### src/rtl/irq_arb_pkg.sv
package irq_arb_pkg;

  // Strobes sent from control to datapath each cycle
  typedef struct packed {
    logic evalNow;   // perform a scan this edge
    logic gateOpen;  // global interrupt enable
  } arbCtl_t;

endpackage

### src/rtl/irq_arb_ctrl.sv
module irq_arb_ctrl
  import irq_arb_pkg::*;
(
  input  logic    evalStrobe,
  input  logic    intOff,
  input  logic    allOff,
  output arbCtl_t ctl
);

  always_comb begin
    ctl.evalNow  = evalStrobe;
    ctl.gateOpen = ~intOff & ~allOff;
  end

endmodule

### src/rtl/irq_arb_datapath.sv
module irq_arb_datapath
  import irq_arb_pkg::*;
#(
  parameter int NUM_LINES = 4,
  parameter int EXC_W     = 8,
  parameter int EXC_BASE  = 16,
  localparam int LINE_W   = $clog2(NUM_LINES)
) (
  input  logic                 clk,
  input  logic                 rstN,
  input  arbCtl_t              ctl,
  input  logic [NUM_LINES-1:0] reqLines,
  input  logic [LINE_W-1:0]    prioMask,
  output logic                 takeValid,
  output logic [LINE_W-1:0]    takeLine,
  output logic [EXC_W-1:0]     excNum,
  output logic                 pendFlag
);

  logic [NUM_LINES-1:0] activeQ;
  logic [NUM_LINES-1:0] activeNext;
  logic [NUM_LINES-1:0] candVec;
  logic [NUM_LINES-1:0] inRange;
  logic                 hitNow;
  logic [LINE_W-1:0]    hitIdx;
  logic                 pendNow;

  // Per-line candidate and mask qualification
  for (genvar g = 0; g < NUM_LINES; g++) begin : g_line
    assign candVec[g] = reqLines[g] & ~activeQ[g];
    assign inRange[g] = (LINE_W'(g) <= prioMask);
  end

  // Ascending scan; stops at first taken line
  always_comb begin
    activeNext = activeQ;
    hitNow     = 1'b0;
    hitIdx     = '0;
    pendNow    = 1'b0;
    for (int i = 0; i < NUM_LINES; i++) begin
      if (!hitNow) begin
        if (candVec[i]) begin
          if (ctl.gateOpen && inRange[i]) begin
            hitNow        = 1'b1;
            hitIdx        = LINE_W'(i);
            activeNext[i] = 1'b1;
          end else begin
            pendNow = 1'b1;
          end
        end else begin
          activeNext[i] = 1'b0;
        end
      end
    end
  end

  always_ff @(posedge clk or negedge rstN) begin
    if (!rstN) begin
      activeQ   <= '0;
      takeValid <= 1'b0;
      takeLine  <= '0;
      excNum    <= '0;
      pendFlag  <= 1'b0;
    end else begin
      takeValid <= 1'b0;
      if (ctl.evalNow) begin
        activeQ   <= activeNext;
        takeValid <= hitNow;
        pendFlag  <= pendNow;
        if (hitNow) begin
          takeLine <= hitIdx;
          excNum   <= EXC_W'(EXC_BASE) + EXC_W'(hitIdx);
        end
      end
    end
  end

endmodule

### src/rtl/irq_line_arbiter.sv
module irq_line_arbiter
  import irq_arb_pkg::*;
#(
  parameter int NUM_LINES = 4,
  parameter int EXC_W     = 8,
  parameter int EXC_BASE  = 16,
  localparam int LINE_W   = $clog2(NUM_LINES)
) (
  input  logic                 clk,
  input  logic                 rstN,
  input  logic                 evalStrobe,
  input  logic [NUM_LINES-1:0] reqLines,
  input  logic [LINE_W-1:0]    prioMask,
  input  logic                 intOff,
  input  logic                 allOff,
  output logic                 takeValid,
  output logic [LINE_W-1:0]    takeLine,
  output logic [EXC_W-1:0]     excNum,
  output logic                 pendFlag
);

  arbCtl_t ctl;

  irq_arb_ctrl ctrl_i (
    .evalStrobe (evalStrobe),
    .intOff     (intOff),
    .allOff     (allOff),
    .ctl        (ctl)
  );

  irq_arb_datapath #(
    .NUM_LINES (NUM_LINES),
    .EXC_W     (EXC_W),
    .EXC_BASE  (EXC_BASE)
  ) dp_i (
    .clk       (clk),
    .rstN      (rstN),
    .ctl       (ctl),
    .reqLines  (reqLines),
    .prioMask  (prioMask),
    .takeValid (takeValid),
    .takeLine  (takeLine),
    .excNum    (excNum),
    .pendFlag  (pendFlag)
  );

endmodule

### config.mk
export PLATFORM = sky130hd
export DESIGN_NAME = irq_line_arbiter
export DESIGN_NICKNAME = d
export VERILOG_FILES = /design/src/rtl/irq_arb_pkg.sv /design/src/rtl/irq_arb_ctrl.sv /design/src/rtl/irq_arb_datapath.sv /design/src/rtl/irq_line_arbiter.sv
export SDC_FILE = /design/constraint.sdc
export NUM_CORES = 1
export LEC_CHECK = 0
export ABC_AREA = 1
export BUFFER_PORTS_ARGS = -buffer_cell sky130_fd_sc_hd__buf_2
export CORE_MARGIN = 2
export CORE_UTILIZATION = 30
export CTS_CLUSTER_SIZE = 25
export DETAILED_ROUTE_END_ITERATION = 10
export GPL_ROUTABILITY_DRIVEN = 0
export HOLD_SLACK_MARGIN = 0.15
export PLACE_DENSITY_LB_ADDON = 0.12
export SLEW_MARGIN = 30
export SYNTH_ARGS = -nofsm -noshare
export SYNTH_HDL_FRONTEND = slang
export SYNTH_SLANG_ARGS = --single-unit
### constraint.sdc
create_clock -name clk -period 1 [get_ports clk]
set_input_delay 0.2 -clock clk [delete_from_list [all_inputs] [get_ports clk]]
set_output_delay 0.2 -clock clk [all_outputs]
set_load 0.05 [all_outputs]
### Yosys cells after proc, flatten, opt, wreduce, memory -nomap -nowiden

Cells that the tools add are included.

| word-level totals | value |
|---|---|
| register bits | 16 |
| input bits | 11 |
| output and inout port bits | 12 |

| operators by class | value |
|---|---|
| add/sub/neg operators | 1 |
| order comparisons | 4 |
| equality and inequality tests | 4 |
| mux-type cells | 40 |
| bitwise operators | 14 |
| reduce and logical (&&, ||, !) cells | 9 |

Operators with widths:

| kind | number |
|---|---|
| $mux W1 | 32 |
| $mux W2 | 8 |
| $not A1 Y1 | 9 |
| $reduce_and A3 Y1 | 3 |
| $ne A2 B2 Y1 const B | 4 |
| $add A5 B2 Y6 const A | 1 |
| $and A1 B1 Y1 | 5 |
| $le A1 B2 Y1 const A | 2 |
| $le A2 B2 Y1 const A | 2 |
| $logic_and A1 B1 Y1 | 4 |
| $reduce_and A2 Y1 | 2 |

### Longest topological paths before layout

| logic depth | value |
|---|---|
| depth after elaboration | 14 |
| gate-level depth with buffers | 7 |

### By module

A second synthesis with hierarchy kept.

| unflattened totals | value |
|---|---|
| cell total of the unflattened synthesis | 74 |
| area, all modules | 528.0 µm² |

By module, submodules not included:

| module | instances | cells an instance | area an instance (µm²) | sequential area each (µm²) |
|---|---|---|---|---|
| irq_arb_datapath | 1 | 72 | 516.7 | 225.2 |
| irq_arb_ctrl | 1 | 2 | 11.3 | 0.0 |

### Worst setup path before layout

Ideal clock, no wire load.

| timing | value |
|---|---|
| path kind | register -> output |
| start | register dp_i.excNum[1] (netlist name) |
| end | output port takeLine[1] |
| arrival | 904 ps |
| required time | 800 ps |
| slack | -104 ps |
| stages on the path, launching flop included | 2 |
| path buffers | 1 |
| cells stage by stage | dfrtp_1 -> buf_4 |

RTL lines:

| what | RTL line | text |
|---|---|---|
| end, declared | irq_line_arbiter.sv:17 | `output logic [LINE_W-1:0] takeLine,` |

### Worst setup path in the final report

| timing | value |
|---|---|
| start | register dp_i.activeQ[2] |
| end | register dp_i.excNum[1] |

| between the ends | value |
|---|---|
| cells in the longest elaborated chain, start to end | 8 |
| elaborated cells between the ends (all ways) | 12 |

RTL lines:

| what | RTL line | text |
|---|---|---|
| start, declared | irq_arb_datapath.sv:20 | `logic [NUM_LINES-1:0] activeQ;` |
| start signal, assigned | irq_arb_datapath.sv:67 | `activeQ <= activeNext;` |
| $not A1 Y1 (*) | irq_arb_datapath.sv:30 | `assign candVec[g] = reqLines[g] & ~activeQ[g];` |
| $and A1 B1 Y1 (*) | irq_arb_datapath.sv:30 |  |
| $mux W2 | irq_arb_datapath.sv:42 | `if (candVec[i]) begin` |
| $mux W2 | irq_arb_datapath.sv:41 | `if (!hitNow) begin` |
| $mux W2 | irq_arb_datapath.sv:43 | `if (ctl.gateOpen && inRange[i]) begin` |
| $mux W2 | irq_arb_datapath.sv:42 |  |
| $mux W2 | irq_arb_datapath.sv:41 |  |
| $add A5 B2 Y6 | irq_arb_datapath.sv:72 | `excNum <= EXC_W'(EXC_BASE) + EXC_W'(hitIdx);` |
| end signal, assigned | irq_arb_datapath.sv:72 |  |
| end, declared | irq_arb_datapath.sv:16 | `output logic [EXC_W-1:0] excNum,` |

Mark *: on every way between the ends. The rest lies on a longest branch, timed or not.
A chain may end at the register's enable or synchronous reset.

==> flow_summary.json <==
{
  "status": "finished, violations left",
  "violations": "negative setup slack",
  "cts_buffer_depth": 2,
  "r2r_slack_ps": -90,
  "worst_setup_path_end_kind": "register",
  "critPathArrivalTime_ps": 1250,
  "postLayoutCellArea_sq_um": 800.8,
  "skew_ps": 1.561,
  "drt-initial-drc-count": 3,
  "cts-root-buf": "clkbuf_4",
  "r2r-start": "dp_i.activeQ[2]$_DFFE_PN0P_",
  "nNetsFinal": 111,
  "min_to": "dp_i.pendFlag$_DFFE_PN0P_",
  "htreeDepth": 1,
  "syn_to_final_growth_pct": 46.79,
  "slew_violations": 0,
  "initial_core_util_pct": 31.59,
  "core-area_sq_mm": 0.001727,
  "layout-drive-gt1-share_pct": 44.44,
  "hp-class": "in2reg",
  "wl_per_cell_microns": 9.500,
  "min_from": "evalStrobe",
  "hold_viol": 0,
  "synthesis.area_sq_um": 545.5,
  "r2r_end": "dp_i.excNum[1]$_DFFE_PN0P_",
  "cp-startpoint": "dp_i.activeQ[2]$_DFFE_PN0P_",
  "ios": 23,
  "whs_path_depth": 2,
  "register_area_sq_um": 227.7,
  "die_h_microns": 46.64,
  "yosys.cell_types.count": 16,
  "power_density_mw_per_mm2": 1594,
  "timing.critical_path.mode_cell": "nand2_1",
  "worstPathRequired_ps": 1150,
  "grt_antenna_before_repair": 0,
  "dpl_cell_area_sq_um": 669.4,
  "max_cap_viol_count": 0,
  "syn_avg_cell_area_sq_um": 7.473,
  "grt_pass1_vias": 476,
  "ys_seq_area_share_pct": 41.28,
  "cpPeakStageDelay_ps": 370,
  "max_freq_mhz": 914.9,
  "slowest_stage": "dfrtp_1",
  "ys_ff_latch": 9,
  "grt_overflow": 0,
  "p_leak_nw": 0.4405,
  "crit_buf_inv": 0,
  "path_cells": "nor2_1 > nand3_1 > nand4_1 > nand2_2 > nand2_1 > nand2_1",
  "setup_slack_ps": -93.02,
  "detail-route-antenna-nets": 0,
  "vdd_drop_max_mv": 0.8660,
  "num-fill-cells": 190,
  "multiInputGateArea_sq_um": 267.8,
  "io_buffers": 17,
  "insertion_delay_ps": 260,
  "clk_pin_slew_ps": 60,
  "dp_hpwl_microns": 852.4,
  "rsz0062_at_grt": "yes",
  "vias": 498,
  "startpoint_type": "register",
  "cts_inserted_buffers": 3,
  "grt_max_degree": 10,
  "critPathKind": "reg2reg",
  "dieArea_sq_mm": 0.002175,
  "grt_pass1_wl_mm": 1.952,
  "vias_per_cell": 4.016,
  "drc_errors": 0,
  "yosysWarnings": 0,
  "finalSetupViolCount": 12,
  "ff2ff_path_depth": 6,
  "antenna_cells": 0,
  "cts.sinks": 9,
  "period_needed_ps": 1093,
  "rows": 15,
  "die_w_microns": 46.64,
  "dr.pass1.iters": 4,
  "cp_top_family": "simple AND/OR/NAND/NOR gates",
  "track_usage_pct": 13.31,
  "post-route-util_pct": 46.38,
  "wirelength_mm": 1.178,
  "cts_tree": "yes",
  "netlist_instances": 73,
  "fin_crit_sh_pct": 109.3,
  "critical_path_peak_fanout": 4
}
worst reg2reg max path: stages (launching register included):
cell	delay [ps]
dfrtp_1	370
nor2_1	120
nand3_1	140
nand4_1	150
nand2_2	90
nand2_1	70
nand2_1	40
flip-flops by register name, summed over array words and instances (netlist names):
name	flops
dp_i.activeQ	4
dp_i.excNum	2
dp_i.pendFlag	1
dp_i.takeLine	1
dp_i.takeValid	1
cell usage in the layout, fill, tap and decap left out:
| cell type | netlist | layout |
|---|---|---|
| clkbuf_1 | 0 | 1 |
| dfrtp_1 | 9 | 7 |
| nand3_4 | 0 | 2 |
| nand3b_1 | 1 | 1 |
| inv_1 | 14 | 11 |
| dlygate4sd3_1 | 0 | 1 |
| a21oi_2 | 0 | 2 |
| nand2_1 | 15 | 14 |
| nor2_4 | 2 | 3 |
| buf_4 | 7 | 6 |
| buf_2 | 0 | 10 |
| o21ai_0 | 1 | 1 |
| o211ai_1 | 1 | 1 |
| a21oi_1 | 4 | 2 |
| o21a_1 | 1 | 1 |
| conb_1 | 1 | 5 |
| nand3_1 | 1 | 1 |
| nand2_2 | 2 | 3 |
| dfrtp_2 | 0 | 2 |
| inv_2 | 0 | 3 |
| buf_6 | 0 | 8 |
| nor2_2 | 0 | 2 |
| nand4_1 | 1 | 1 |
| nor2_1 | 11 | 8 |
| clkbuf_4 | 0 | 3 |
how the worst max path moves through the flow:
| stage | end | slack, ps | depth (start not counted) |
|---|---|---|---|
| final | dp_i.excNum[1]$_DFFE_PN0P_ | -90 | 6 |
| after detailed placement | dp_i.pendFlag$_DFFE_PN0P_ | -150 | 7 |
| after floorplan | dp_i.takeLine[0]$_DFFE_PN0P_ | -1 | 6 |
| after global placement | dp_i.pendFlag$_DFFE_PN0P_ | -140 | 7 |
| after CTS | dp_i.pendFlag$_DFFE_PN0P_ | -100 | 6 |
| after global routing | dp_i.excNum[1]$_DFFE_PN0P_ | -160 | 6 |
where the power goes:
part	internal (W)	switching, W
sequential	0.000415	0.0000416
clock	0.000154	0.000127
combinational	0.000186	0.000353
total	0.000755	0.000522
kinds of logic (layout without fill, tap and decap cells):
kind of cell | after synthesis | in the layout | share of synthesized area, %
flip-flops | 9 | 9 | 41.29
AO/OA/AOI/OAI | 7 | 7 | 7.340
AND/OR/NAND/NOR | 35 | 35 | 31.42
buffers and inverters | 21 | 43 | 19.27
other | 1 | 5 | 0.6874
stage by stage:
step | instances | total power [W] | worst slack, ps | hold WS (ps) | TNS, ps
final | 124 | 0.001276 | -93.02 | 259.9 | -522.6
after global routing | 124 | 0.001360 | -160.0 | 269.2 | -1291
after CTS | 124 | 0.001279 | -96.08 | 250.2 | -625.2
after detailed placement | 117 | 0.0008939 | -146.0 | 69.73 | -547.9
after global placement | 117 | 0.0008922 | -138.8 | 68.60 | -498.6
after floorplan | 77 | 0.0008197 | -1.203 | -95.59 | -1.203
timing repair:
action / in CTS / in global routing
setup endpoints to repair: 12 / 15
pin swaps: 5 / 10
setup buffers: 2 / 0
hold buffers: 1 / 0
gates resized for setup: 18 / 6
endpoints found under the hold margin: 9 / 0
Yosys cell counts, drive strengths merged:
master | number | area, sq um
nand2 | 17 | 68.81
inv | 14 | 52.55
nor2 | 13 | 63.81
dfrtp | 9 | 225.2
buf | 7 | 52.55
a21oi | 4 | 20.02
nand3 | 3 | 25.02
conb | 1 | 3.750
nand3b | 1 | 7.510
nand4 | 1 | 6.260
o211ai | 1 | 7.510
o21a | 1 | 7.510
o21ai | 1 | 5.000
layout make-up:
| type | count | share of cell area, % |
|---|---|---|
| repair buffers | 25 | 24.37 |
| inverters | 14 | 6.563 |
| flip-flops and latches | 9 | 28.44 |
| clock buffers | 4 | 3.281 |
| multi-input cells | 47 | 33.44 |
| well taps | 25 | 3.906 |
layer usage:
metal	track usage (%)	vias up	routed length, microns	part of all wire (%)
met3	5.882	0	67	5.7
li1	-	262	-	-
met1	17.18	223	516	44
met4	3.333	0	0	0
met2	20.28	13	594	50
met5	0	-	0	0
Note: power is estimated with default switching activity, not from simulation.
